### config.mk
export PLATFORM = sky130hd
export DESIGN_NAME = hwloop_ctrl
export DESIGN_NICKNAME = d
export VERILOG_FILES = /design/src/rtl/hwloop_pkg.sv /design/src/rtl/hwloop_cond.sv /design/src/rtl/hwloop_stack.sv /design/src/rtl/hwloop_ctrl.sv
export SDC_FILE = /design/constraint.sdc
export NUM_CORES = 1
export LEC_CHECK = 0
export ABC_AREA = 1
export BUFFER_PORTS_ARGS = -buffer_cell sky130_fd_sc_hd__buf_2
export CORE_ASPECT_RATIO = 0.5
export CORE_UTILIZATION = 63
export DETAILED_ROUTE_END_ITERATION = 10
export HOLD_SLACK_MARGIN = 0.12
export PLACE_DENSITY = 0.9
export SETUP_SLACK_MARGIN = 0.1
export SYNTH_ARGS = -nofsm -noshare
export SYNTH_HDL_FRONTEND = slang
export SYNTH_SLANG_ARGS = --single-unit
### constraint.sdc
create_clock -name clk -period 5 [get_ports clk]
set_clock_uncertainty 0.2 [all_clocks]
set_input_delay 0 -clock clk [delete_from_list [all_inputs] [get_ports clk]]
set_output_delay 0 -clock clk [all_outputs]
set_load 0.02 [all_outputs]
### src/rtl/hwloop_pkg.sv
package hwloop_pkg;

    typedef enum logic [1:0] {
        TERM_COUNT = 2'd0,
        TERM_EQ    = 2'd1,
        TERM_GT    = 2'd2,
        TERM_LT    = 2'd3
    } term_sel_e;

    localparam int NFLAG   = 3;
    localparam int FLAG_EQ = 0;
    localparam int FLAG_GT = 1;
    localparam int FLAG_LT = 2;

endpackage

### src/rtl/hwloop_cond.sv
module hwloop_cond
    import hwloop_pkg::*;
#(
    parameter int CW = 16
) (
    input  term_sel_e          sel,
    input  logic [NFLAG-1:0]   flags,
    input  logic [CW-1:0]      count,
    output logic               cond_met
);

    always_comb begin
        unique case (sel)
            TERM_COUNT: cond_met = (count <= CW'(1));
            TERM_EQ:    cond_met = flags[FLAG_EQ];
            TERM_GT:    cond_met = flags[FLAG_GT];
            TERM_LT:    cond_met = flags[FLAG_LT];
            default:    cond_met = 1'b1;
        endcase
    end

endmodule

### src/rtl/hwloop_stack.sv
module hwloop_stack #(
    parameter int W     = 34,
    parameter int DEPTH = 4
) (
    input  logic                        clk,
    input  logic                        rst,
    input  logic                        push,
    input  logic [W-1:0]                push_data,
    input  logic                        pop,
    input  logic                        upd,
    input  logic [W-1:0]                upd_data,
    output logic [W-1:0]                top_data,
    output logic [$clog2(DEPTH+1)-1:0]  depth,
    output logic                        full,
    output logic                        empty
);

    localparam int PW   = $clog2(DEPTH);
    localparam int CNTW = $clog2(DEPTH+1);

    typedef struct packed {
        logic [DEPTH-1:0][W-1:0] mem;
        logic [CNTW-1:0]         cnt;
    } stk_t;

    stk_t s_d, s_q;
    logic [PW-1:0] top_idx, wr_idx;

    assign top_idx = PW'(s_q.cnt - CNTW'(1));
    assign wr_idx  = PW'(s_q.cnt);
    assign full    = (s_q.cnt == CNTW'(DEPTH));
    assign empty   = (s_q.cnt == '0);
    assign depth   = s_q.cnt;
    assign top_data = empty ? '0 : s_q.mem[top_idx];

    always_comb begin
        s_d = s_q;
        if (push && !full) begin
            s_d.mem[wr_idx] = push_data;
            s_d.cnt         = s_q.cnt + CNTW'(1);
        end else if (pop && !empty) begin
            s_d.cnt = s_q.cnt - CNTW'(1);
        end else if (upd && !empty) begin
            s_d.mem[top_idx] = upd_data;
        end
    end

    always_ff @(posedge clk) begin
        if (rst) s_q <= '0;
        else     s_q <= s_d;
    end

    // the controller never pushes into a full store
    a_r8_no_push_full: assert property (@(posedge clk) disable iff (rst)
        push |-> !full);

    // removal only happens with an open loop
    a_r6_pop_nonempty: assert property (@(posedge clk) disable iff (rst)
        pop |-> !empty);

    // nesting depth moves by at most one per cycle
    a_r7_depth_step: assert property (@(posedge clk) disable iff (rst)
        1'b1 |=> ((s_q.cnt == $past(s_q.cnt)) ||
                  (s_q.cnt == $past(s_q.cnt) + CNTW'(1)) ||
                  (s_q.cnt == $past(s_q.cnt) - CNTW'(1))));

endmodule

### src/rtl/hwloop_ctrl.sv
module hwloop_ctrl
    import hwloop_pkg::*;
#(
    parameter int AW       = 16,
    parameter int CW       = 16,
    parameter int DEPTH    = 4,
    parameter int MIN_BODY = 3
) (
    input  logic          clk,
    input  logic          rst,
    input  logic          lc_wr,
    input  logic [CW-1:0] lc_val,
    input  logic          do_valid,
    input  logic [AW-1:0] do_end,
    input  logic [1:0]    do_cond,
    input  logic [AW-1:0] fetch_pc,
    input  logic [2:0]    flags,
    output logic          pc_sel,
    output logic [AW-1:0] pc_target,
    output logic          loop_active,
    output logic          loop_done,
    output logic          ovf_err,
    output logic          short_err
);

    localparam int DW = $clog2(DEPTH+1);

    typedef struct packed {
        logic [AW-1:0] start;
        logic [AW-1:0] fin;
        logic [CW-1:0] cnt;
        term_sel_e     sel;
    } ent_t;

    localparam int EW = $bits(ent_t);

    typedef struct packed {
        logic [CW-1:0] lc;
        logic          ovf;
        logic          shrt;
    } ctl_t;

    ctl_t          st_d, st_q;
    ent_t          top_ent, push_ent, upd_ent;
    logic [EW-1:0] top_raw;
    logic [DW-1:0] stk_depth;
    logic          stk_full, stk_empty;
    logic          cond_met, at_end, too_short, do_accept;
    logic          pop_req, upd_req;
    logic [AW-1:0] body_span;
    logic [CW-1:0] cnt_src;

    assign top_ent = ent_t'(top_raw);

    hwloop_cond #(.CW(CW)) u_cond (
        .sel      (top_ent.sel),
        .flags    (flags),
        .count    (top_ent.cnt),
        .cond_met (cond_met)
    );

    always_comb begin
        st_d = st_q;

        cnt_src = lc_wr ? lc_val : st_q.lc;
        if (lc_wr) st_d.lc = lc_val;

        at_end    = !stk_empty && !do_valid && (fetch_pc == top_ent.fin);
        pc_sel    = at_end && !cond_met;
        loop_done = at_end && cond_met;
        pc_target = stk_empty ? '0 : top_ent.start;

        pop_req = loop_done;
        upd_req = pc_sel && (top_ent.sel == TERM_COUNT);
        upd_ent     = top_ent;
        upd_ent.cnt = top_ent.cnt - CW'(1);

        body_span = do_end - fetch_pc;
        too_short = (do_end <= fetch_pc) || (body_span < AW'(MIN_BODY));
        do_accept = do_valid && !stk_full && !too_short;

        push_ent.start = fetch_pc + AW'(1);
        push_ent.fin   = do_end;
        push_ent.cnt   = cnt_src;
        push_ent.sel   = term_sel_e'(do_cond);

        st_d.ovf  = do_valid && stk_full;
        st_d.shrt = do_valid && too_short;
    end

    always_ff @(posedge clk) begin
        if (rst) st_q <= '0;
        else     st_q <= st_d;
    end

    hwloop_stack #(.W(EW), .DEPTH(DEPTH)) u_stack (
        .clk       (clk),
        .rst       (rst),
        .push      (do_accept),
        .push_data (push_ent),
        .pop       (pop_req),
        .upd       (upd_req),
        .upd_data  (upd_ent),
        .top_data  (top_raw),
        .depth     (stk_depth),
        .full      (stk_full),
        .empty     (stk_empty)
    );

    assign loop_active = !stk_empty;
    assign ovf_err     = st_q.ovf;
    assign short_err   = st_q.shrt;

    // an accepted command exposes the following address as the loop start
    a_r2_start_latched: assert property (@(posedge clk) disable iff (rst)
        do_accept |=> (loop_active && pc_target == $past(fetch_pc) + AW'(1)));

    // each counted branch back lowers the stored count by one
    a_r4_count_step: assert property (@(posedge clk) disable iff (rst)
        (pc_sel && top_ent.sel == TERM_COUNT) |=> (top_ent.cnt == $past(top_ent.cnt) - CW'(1)));

    // a finished loop leaves the store one entry shallower
    a_r6_close_pops: assert property (@(posedge clk) disable iff (rst)
        loop_done |=> (stk_depth == $past(stk_depth) - DW'(1)));

    // a refused command for a full store flags and leaves depth alone
    a_r8_overflow: assert property (@(posedge clk) disable iff (rst)
        (do_valid && stk_full) |=> (ovf_err && $stable(stk_depth)));

    // a refused short body flags and leaves depth alone
    a_r9_short_body: assert property (@(posedge clk) disable iff (rst)
        (do_valid && too_short) |=> (short_err && $stable(stk_depth)));

    // no redirect or close while a loop-start command executes
    a_r10_do_masks_end: assert property (@(posedge clk) disable iff (rst)
        do_valid |-> (!pc_sel && !loop_done));

    // reset leaves no open loop and no error pulse
    a_r11_reset_clear: assert property (@(posedge clk)
        rst |=> (!loop_active && !ovf_err && !short_err));

endmodule

==> run metrics, run 1 <==
TritonCTS buffer count 22; # port buffers 77; Placement Setup Slack 0.632 ns; fillers 2076; Final Hold Vio Count 0; cell internal pwr 3.46 mW; Remaining DRCs 0; Row Count 40; top-count cell post-synth nand2_1; initial antenna violation count 1; Leakage 9.10 nW; first-pass GRT wire length 81000 um; vias in the first global route 16179; die width 227 um; Buffers & Inverters on Critical Path 5; placed wire-length estimate 29300 um; number of flops mapped to enable cells by yosys 0; 1st-iter DRT viols 3032; largest cells by area after synthesis dfxtp_1, nand2_1, nor2_1, inv_1, o21ai_0; fin crit share 92.3%; routing usage on met3 8.44%; Max VDD drop 0.000249 V; nets 2919; clock transition at the registers of the reported paths 0.07 ns; ys flop type dfxtp_1; worst r2r src u_stack.depth[0]; minimum clock period 4.61 ns; gpl congestion 0.967; Slew Limit Fails 0; fmax 0.217 GHz; Tot GR Track Use 38.6%; Yosys top cell area share 27.7%; placed instance count 3065; Switch Pwr 2.11 mW; gr ovfl total 0; Async S/R FF share, synth 0%; GRT met2 Usage 59.8%; H-Tree Depth 1; CP endpoint kind register; Hold Crit Class input port to register; Synthesis Warnings 0; CP cell instances inv_2 -> ha_2 -> buf_4 -> buf_4 -> o21ai_0 -> o21ai_0 -> nand2_1 -> nand2_1 -> nand2_1 -> inv_1 -> nand2_1 -> nor2_1 -> nand2_1 -> nor2_1 -> nand3_1 -> nand2_4 -> nand3_4 -> buf_12 -> nand2_1 -> nand2_1 -> nor2_1; crit start category register; Root Buffer Master clkbuf_16; I/O pin count 78; distinct cell type count after synthesis 37; relative slew slack 30.5%; Hold Startpoint lc_wr; worst-path fanout max 70; power per cell area 315 nW/um^2; status finished, final reports clean; Routed WL 50700 um; Slew @ Worst Pin 1.04 ns; CP max stage delay 0.57 ns; share of layout cells above drive strength 1 6.32%; Sw Ratio 37.8%; clock tree buffer depth 3; largest net degree at the start of global routing 195; Critical Path AT 4.88 ns; Flop pwr share 34.7%; Syn-to-layout area delta 10.6%; Max-Cap Viols 0; met1 usage 51.7%; register area share after synthesis 27.7%; Yosys top cell by area dfxtp_1; Avg WL per Cell 15.9 um; syn_nets 2897; worst hold margin 0.141 ns; CP max-delay cell dfxtp_4; final cell count without fillers 3187; classification of the worst setup path register to register; post-synthesis instance total 2812; number of endpoints failing setup at the final stage 0; Avg Cell Area, Syn 5.68 sq um; crit path launch u_stack.depth[0]; remaining antenna violation count 0; CTS tree built; Synth Register Bits 221; WP data required 5.27 ns; most frequent cells after synthesis nand2_1, nor2_1, inv_1, o21ai_0, nand3_1; Top Family by Delay on Critical Path simple AND/OR/NAND/NOR gates; RSZ-0062 raised after global routing no; number of clock sinks 221; Die Ht 115 um; initial core utilization 65.4%; Via Count 18082; Final Worst Setup Slack 0.387 ns; Setup TNS Final 0 ns; worst skew pair latency 0.54 ns; post-CTS setup buffer count 0; clock network power share 32.3%; synthesized cell area 16000 sq um; Initial DRT Pass Iterations 6; DIE AREA 26000 sq um; vias per cell 5.67; busiest grt layer met2; Core Region 24400 sq um; crit-path most repeated cell nand2_1; Comb pwr share 33.0%
## registers in the layout, indices dropped and copies added, names as in the netlist
name,flops
ovf_err,1
short_err,1
st_q,16
u_stack.depth,3
u_stack.s_q,200
## what timing repair did
action | 4_1_cts | 5_1_grt
endpoints found under the hold margin | 208 | 0
hold buffers | 81 | 0
gates resized for setup | 0 | 0
## power by group through the flow
stage | clock network [mW] | logic [mW] | registers (mW)
2_1_floorplan | 0 | 1.32 | 1.95
3_3_place_gp | 0 | 1.67 | 1.96
3_5_place_dp | 0 | 1.70 | 1.96
4_1_cts | 1.79 | 1.77 | 1.93
5_1_grt | 1.86 | 2.02 | 1.94
6_report | 1.80 | 1.84 | 1.93
## area by class of cell
cell class              instances  area (sq um)  share of cell area [%]
flip-flops and latches        221          4430                    25.1
multi-input cells            2034          9200                    52.1
inverters                     370          1390                    7.89
diodes                          1          2.50                  0.0142
repair buffers                185          1460                    8.27
clock inverters                 6          61.3                   0.347
clock buffers                  34           707                    4.00
well taps                     336           420                    2.38
## path summary, 6_finish.rpt
check                           to  slack, ns  depth (start not counted)
setup / recovery  u_stack.s_q[101]       0.39                         21
hold / removal             st_q[6]       0.14                          3
setup reg to reg  u_stack.s_q[101]       0.39                         21
hold reg to reg   u_stack.s_q[164]       0.31                          4
## placed cells by master, fill, tap and decap left out, types with 2 or more instances in the layout
cell           synthesis  routed
inv_1                358     357
nand2_4                1       3
a21oi_1               95      95
or2_2                  7       7
xor2_1                22      22
a21oi_2                2       2
nand4_1               11      11
clkbuf_1              72       2
clkinv_2               0       4
nor2_1               468     468
clkbuf_16              0      23
o211ai_1              35      35
ha_1                  27      20
clkbuf_8               0       9
o21ai_0              258     258
buf_2                 40      77
dfxtp_1              221     220
o31ai_1                2       2
nand3b_1               3       3
xnor2_1               10      10
inv_2                 10      10
mux2i_1                3       3
nand2_1              787     787
nand3_1              256     256
nand3_4                1       3
clkinv_1               2       2
nor2_2                 2       2
buf_4                 32      22
ha_2                   0       7
buf_12                 0       5
o21ai_1               16      16
dlygate4sd3_1          0      81
nor3_1                12      12
nor4_1                 7       7
## worst min-delay path: cells and delay by family
| family | cells | cell delay [ns] |
|---|---|---|
| compound gates | 1 | 0.32 |
| simple gates | 1 | 0.14 |
| buf+inv | 1 | 0.37 |
## kinds of logic (layout without fill, tap and decap cells)
kind of cell,after synthesis,in the layout,share of synthesized area (%)
XOR/XNOR,32,32,1.75
adder cells (fa/ha/maj),28,28,2.24
multiplexers,3,3,0.188
AO/OA/AOI/OAI,409,409,13.5
other,0,1,0
buffers and inverters,557,595,15.0
AND/OR/NAND/NOR,1562,1562,39.6
flip-flops,221,221,27.7
## through the flow
step | util [%] | total power, mW | area [sq um]
2_1_floorplan | - | 3.27 | 16000
5_1_grt | 72.4 | 5.82 | 17700
6_report | 72.4 | 5.56 | 17700
3_3_place_gp | 65.9 | 3.63 | 16100
3_5_place_dp | 65.9 | 3.67 | 16100
4_1_cts | 72.4 | 5.49 | 17700
## metal layers
layer | vias to the layer above | routed length [um]
met1 | 8004 | 20400
met2 | 1110 | 21900
met4 | 0 | 2070
met3 | 208 | 6370
met5 | - | 0
li1 | 8760 | -
Note: power is estimated with default switching activity, not from simulation.
==> inputs of run 2 (changes only) <==
--- a/config.mk
+++ b/config.mk
@@ -8,10 +8,10 @@
 export ABC_AREA = 1
 export BUFFER_PORTS_ARGS = -buffer_cell sky130_fd_sc_hd__buf_2
 export CORE_ASPECT_RATIO = 0.5
-export CORE_UTILIZATION = 63
+export CORE_UTILIZATION = 55
 export DETAILED_ROUTE_END_ITERATION = 10
 export HOLD_SLACK_MARGIN = 0.12
-export PLACE_DENSITY = 0.9
+export PLACE_DENSITY = 0.81
 export SETUP_SLACK_MARGIN = 0.1
 export SYNTH_ARGS = -nofsm -noshare
 export SYNTH_HDL_FRONTEND = slang
==> run metrics, run 2 (synthesized netlist as in run 1, its figures left out) <==
status finished, final reports clean (unchanged); Critical Path AT 4.85 ns (was 4.88 ns); relative slew slack 21.6% (was 30.5%); DIE AREA 29800 sq um (was 26000 sq um); initial core utilization 56.8% (was 65.4%); CP endpoint kind register (unchanged); worst-path fanout max 68 (was 70); crit start category register (unchanged); post-CTS setup buffer count 0 (unchanged); number of clock sinks 221 (unchanged); Setup TNS Final 0 ns (unchanged); gr ovfl total 0 (unchanged); worst r2r src u_stack.depth[0] (unchanged); CP max-delay cell dfxtp_4 (unchanged); Initial DRT Pass Iterations 6 (unchanged); Remaining DRCs 0 (unchanged); number of endpoints failing setup at the final stage 0 (unchanged); Via Count 17493 (was 18082); Leakage 9.13 nW (was 9.10 nW); worst hold endpoint st_q[15] (was st_q[6]); fin crit share 91.6% (was 92.3%); Hold Crit Depth 3 (unchanged); Max VDD drop 0.000203 V (was 0.000249 V); RR Endpoint u_stack.s_q[66] (was u_stack.s_q[101]); nets 2920 (was 2919); CP max stage delay 0.58 ns (was 0.57 ns); diode count 0 (was 1); fmax 0.218 GHz (was 0.217 GHz); Biggest register u_stack.s_q (unchanged); Hold Startpoint lc_wr (unchanged); max reg flops 200 (unchanged); Row Count 43 (was 40); Root Buffer Master clkbuf_16 (unchanged); Routed WL 49800 um (was 50700 um); gpl congestion 0.947 (was 0.967); commonest non-fill, non-tap cell in the layout nand2_1 (unchanged); Slew @ Worst Pin 1.18 ns (was 1.04 ns); most frequent cells in the layout nand2_1, nor2_1, inv_1 (unchanged); WP data required 5.27 ns (about the same); Max-Cap Viols 0 (unchanged); share of layout cells above drive strength 1 6.25% (was 6.32%); vias in the first global route 15397 (was 16179); die width 243 um (was 227 um); clock tree buffer depth 3 (unchanged); Reg2Reg Depth 19 (was 21); H-Tree Depth 1 (unchanged); CTS tree built (unchanged); classification of the worst setup path register to register (unchanged); remaining antenna violation count 0 (unchanged); placed wire-length estimate 29100 um (was 29300 um); CP cell instances inv_2 -> ha_2 -> inv_2 -> buf_4 -> nand3_1 -> nand3_1 -> nand2_1 -> a21oi_1 -> nand2_1 -> nor2_1 -> nand2_1 -> nor2_1 -> nand3_1 -> nand2_4 -> nand3_4 -> buf_12 -> nand2_1 -> nand2_1 -> nor2_1 (was inv_2 -> ha_2 -> buf_4 -> buf_4 -> o21ai_0 -> o21ai_0 -> nand2_1 -> nand2_1 -> nand2_1 -> inv_1 -> nand2_1 -> nor2_1 -> nand2_1 -> nor2_1 -> nand3_1 -> nand2_4 -> nand3_4 -> buf_12 -> nand2_1 -> nand2_1 -> nor2_1); 1st-iter DRT viols 2076 (was 3032); Avg WL per Cell 15.4 um (was 15.9 um); minimum clock period 4.58 ns (was 4.61 ns); Tot GR Track Use 33.1% (was 38.6%); worst skew pair latency 0.54 ns (about the same); RSZ-0062 raised after global routing no (unchanged); crit-path most repeated cell nand2_1 (unchanged); Final Hold Vio Count 0 (unchanged); Hold Crit Class input port to register (unchanged); power per cell area 323 nW/um^2 (was 315 nW/um^2); Core Region 28100 sq um (was 24400 sq um); first-pass GRT wire length 79800 um (was 81000 um); vias per cell 5.41 (was 5.67); I/O pin count 78 (unchanged); largest net degree at the start of global routing 203 (was 195); # port buffers 77 (unchanged); initial antenna violation count 0 (was 1); Die Ht 123 um (was 115 um); Slew Limit Fails 0 (unchanged); clock transition at the registers of the reported paths 0.07 ns (about the same); flop2flop setup slack 0.42 ns (was 0.39 ns); Final Core Density 63.3% (was 72.4%); Syn-to-layout area delta 11.5% (was 10.6%); TritonCTS buffer count 23 (was 22)
-- run 2: where the power goes --
part           internal (mW)  total (mW)  switching, mW
sequential              1.87        1.93         0.0559
clock                   1.24        2.01          0.772
combinational          0.553        1.82           1.27
-- run 2: timing repair --
item	4_1_cts	5_1_grt
gates resized for setup	0	0
hold buffers	83	0
hold endpoints to repair	210	0
-- run 2: worst max path at each step --
stage / startpoint / cells past startpoint / slack [ns] / end
global placement: u_stack.depth[0] / 19 / 0.69 / u_stack.s_q[98]
CTS: u_stack.depth[0] / 19 / 0.55 / u_stack.s_q[95]
global route: u_stack.depth[0] / 19 / 0.10 / u_stack.s_q[66]
detailed placement: u_stack.depth[0] / 19 / 0.59 / u_stack.s_q[92]
finish: u_stack.depth[0] / 19 / 0.42 / u_stack.s_q[66]
floorplan: u_stack.depth[0] / 27 / 0.87 / u_stack.s_q[100]
-- run 2: cell type report --
class                   count  area (sq um)
flip-flops and latches    221          4430
repair buffers            185          1450
well taps                 382           478
multi-input cells        2034          9200
clock inverters             9           198
inverters                 370          1390
clock buffers              31           666
fillers                  2668         10300
-- run 2: metal layers --
layer  vias to the layer above  track usage, %  wire [um]
li1                       8759               -          -
met1                      7779            45.2      21500
met2                       843            54.3      21600
met3                       112            5.51       5360
met4                         0            8.92       1320
met5                         -               0          0
-- run 2: metrics by stage --
step	area [sq um]	power (mW)	std cells	worst slack, ns	hold WS (ns)
2_1_floorplan	16000	3.27	2812	0.870	-0.0596
3_3_place_gp	16100	3.65	3109	0.686	0.167
6_report	17800	5.76	3232	0.419	0.171
5_1_grt	17800	6.06	3232	0.104	0.181
4_1_cts	17800	5.73	3232	0.548	0.132
3_5_place_dp	16100	3.68	3109	0.595	0.168
-- run 2: critical path: cells and delay by family (launching register included) --
family / cells / cell delay (ns)
and+or+nand+nor: 13 / 2.00
buffers and inverters: 4 / 1.15
DFF: 1 / 0.58
adders and majority gates: 1 / 0.31
AOI/OAI and AO/OA: 1 / 0.18
==> inputs of run 3 (changes only) <==
--- a/config.mk
+++ b/config.mk
@@ -7,11 +7,11 @@
 export LEC_CHECK = 0
 export ABC_AREA = 1
 export BUFFER_PORTS_ARGS = -buffer_cell sky130_fd_sc_hd__buf_2
-export CORE_ASPECT_RATIO = 0.5
+export CORE_ASPECT_RATIO = 1.1
 export CORE_UTILIZATION = 55
 export DETAILED_ROUTE_END_ITERATION = 10
 export HOLD_SLACK_MARGIN = 0.12
-export PLACE_DENSITY = 0.81
+export PLACE_DENSITY = 0.73
 export SETUP_SLACK_MARGIN = 0.1
 export SYNTH_ARGS = -nofsm -noshare
 export SYNTH_HDL_FRONTEND = slang
==> run metrics, run 3 (synthesized netlist as in run 1, its figures left out) <==
status finished, final reports clean (unchanged); power per cell area 322 nW/um^2 (was 323 nW/um^2); initial antenna violation count 0 (unchanged); placed wire-length estimate 30200 um (was 29100 um); crit start category register (unchanged); Row Count 65 (was 43); number of clock sinks 221 (unchanged); Setup crit end u_stack.s_q[30] (was u_stack.s_q[66]); Die Ht 181 um (was 123 um); Placement Setup Slack 0.784 ns (was 0.595 ns); crit path launch u_stack.depth[1] (was u_stack.depth[0]); CTS tree built (unchanged); Root Buffer Master clkbuf_16 (unchanged); Syn-to-layout area delta 11.6% (was 11.5%); vias per cell 5.45 (was 5.41); die width 165 um (was 243 um); gr ovfl total 0 (unchanged); minimum clock period 4.35 ns (was 4.58 ns); TritonCTS buffer count 27 (was 23); Final Hold Vio Count 0 (unchanged); initial core utilization 55.8% (was 56.8%); # port buffers 77 (unchanged); fmax 0.230 GHz (was 0.218 GHz); Leakage 9.15 nW (was 9.13 nW); max reg flops 200 (unchanged); worst-path fanout max 56 (was 68); Biggest register u_stack.s_q (unchanged); Avg WL per Cell 16.0 um (was 15.4 um); Max VDD drop 0.000277 V (was 0.000203 V); Max-Cap Viols 0 (unchanged); Slew Limit Fails 0 (unchanged); WP data required 5.27 ns (about the same); Hold Crit Class input port to register (unchanged); classification of the worst setup path register to register (unchanged); RR Endpoint u_stack.s_q[30] (was u_stack.s_q[66]); Flop pwr share 33.5% (about the same); cell internal pwr 3.61 mW (was 3.67 mW); first-pass GRT wire length 83200 um (was 79800 um); nets 2926 (was 2920); RSZ-0062 raised after global routing no (unchanged); Switch Pwr 2.12 mW (was 2.10 mW); diode count 0 (unchanged); fin crit share 87.0% (was 91.6%); Reg2Reg Depth 20 (was 19); Sw Ratio 37.0% (was 36.4%); Pwr Total 5.73 mW (was 5.76 mW); Final Worst Setup Slack 0.651 ns (was 0.419 ns); Routed WL 51500 um (was 49800 um); worst skew pair latency 0.54 ns (about the same); Setup TNS Final 0 ns (unchanged); Core Region 28600 sq um (was 28100 sq um); remaining antenna violation count 0 (unchanged); H-Tree Depth 1 (unchanged); largest net degree at the start of global routing 132 (was 203); relative slew slack 27.8% (was 21.6%); post-CTS setup buffer count 0 (unchanged); clock transition at the registers of the reported paths 0.06 ns (was 0.07 ns); Tot GR Track Use 34.6% (was 33.1%); Critical Path AT 4.62 ns (was 4.85 ns); I/O pin count 78 (unchanged); clock tree buffer depth 3 (unchanged); DIE AREA 29700 sq um (was 29800 sq um); commonest non-fill, non-tap cell in the layout nand2_1 (unchanged); gpl congestion 0.961 (was 0.947); 1st-iter DRT viols 1654 (was 2076); number of endpoints failing setup at the final stage 0 (unchanged); Remaining DRCs 0 (unchanged); Via Count 17583 (was 17493); Comb pwr share 32.2% (was 31.6%); vias in the first global route 16283 (was 15397); Slew @ Worst Pin 1.08 ns (was 1.18 ns); CP endpoint kind register (unchanged); flop2flop setup slack 0.65 ns (was 0.42 ns); clock network power share 34.3% (was 34.9%); Initial DRT Pass Iterations 6 (unchanged); most frequent cells in the layout nand2_1, nor2_1, inv_1 (unchanged); Final Core Density 62.3% (was 63.3%); worst r2r src u_stack.depth[1] (was u_stack.depth[0]); share of layout cells above drive strength 1 6.40% (was 6.25%)
run 3: cell count changes in the layout (fill, tap and decap cells not counted), sizes merged:
cell,change
buf,+2
clkbuf,+11
bufinv,-5
inv,+1
clkinvlp,-1
run 3: worst min-delay path by stage:
stage                     cells past startpoint   endpoint  slack, ns  startpoint
after global routing                          3    st_q[3]       0.21       lc_wr
final                                         3    st_q[3]       0.16       lc_wr
after floorplan                               2    ovf_err      -0.06    do_valid
after CTS                                     3    st_q[3]       0.13       lc_wr
after detailed placement                      3  short_err       0.12    do_valid
after global placement                        3    ovf_err       0.12    do_valid
run 3: repair_timing:
item | in CTS | in global routing
hold endpoints to repair | 211 | 0
resized for setup | 0 | 0
hold buffers | 83 | 0
run 3: area by class of cell:
type,count,area (sq um)
tap,368,460
clock buffer,42,832
inverter,370,1390
clock inverter,4,48.8
multi-input combinational,2034,9200
fill,2805,10800
sequential,221,4430
timing repair buffer,187,1470
run 3: worst max-delay path, stage by stage, from the launching register on:
cell	delay [ns]
dfxtp_1	0.43
inv_1	0.13
ha_2	0.31
inv_2	0.17
buf_4	0.44
buf_4	0.30
o211ai_1	0.11
nand2_1	0.11
nand2_1	0.07
a21oi_1	0.19
nand2_1	0.07
nor2_1	0.08
nand2_1	0.07
nor2_1	0.23
nand3_1	0.16
nand2_4	0.16
nand2_4	0.36
buf_12	0.33
nand2_1	0.10
nand2_1	0.05
nor2_1	0.11
run 3: layer usage:
layer | wire [um] | up-vias | global-route usage, %
li1 | - | 8775 | -
met3 | 4130 | 143 | 4.34
met2 | 23600 | 726 | 58.0
met4 | 1800 | 0 | 13.8
met5 | 0 | - | 0
met1 | 21900 | 7939 | 44.7
run 3: power by group through the flow:
stage | Combinational (mW) | Sequential (mW) | Clock (mW)
2_1_floorplan | 1.32 | 1.95 | 0
3_3_place_gp | 1.73 | 1.95 | 0
3_5_place_dp | 1.75 | 1.96 | 0
4_1_cts | 1.81 | 1.92 | 1.99
5_1_grt | 2.05 | 1.93 | 2.06
6_report | 1.85 | 1.92 | 1.96
run 3: metrics by stage:
stage               hold slack, ns  instances  cell area, sq um
global placement             0.119       3097             16100
CTS                          0.125       3226             17800
detailed placement           0.119       3097             16100
global route                 0.206       3226             17800
finish                       0.155       3226             17800
floorplan                  -0.0596       2812             16000
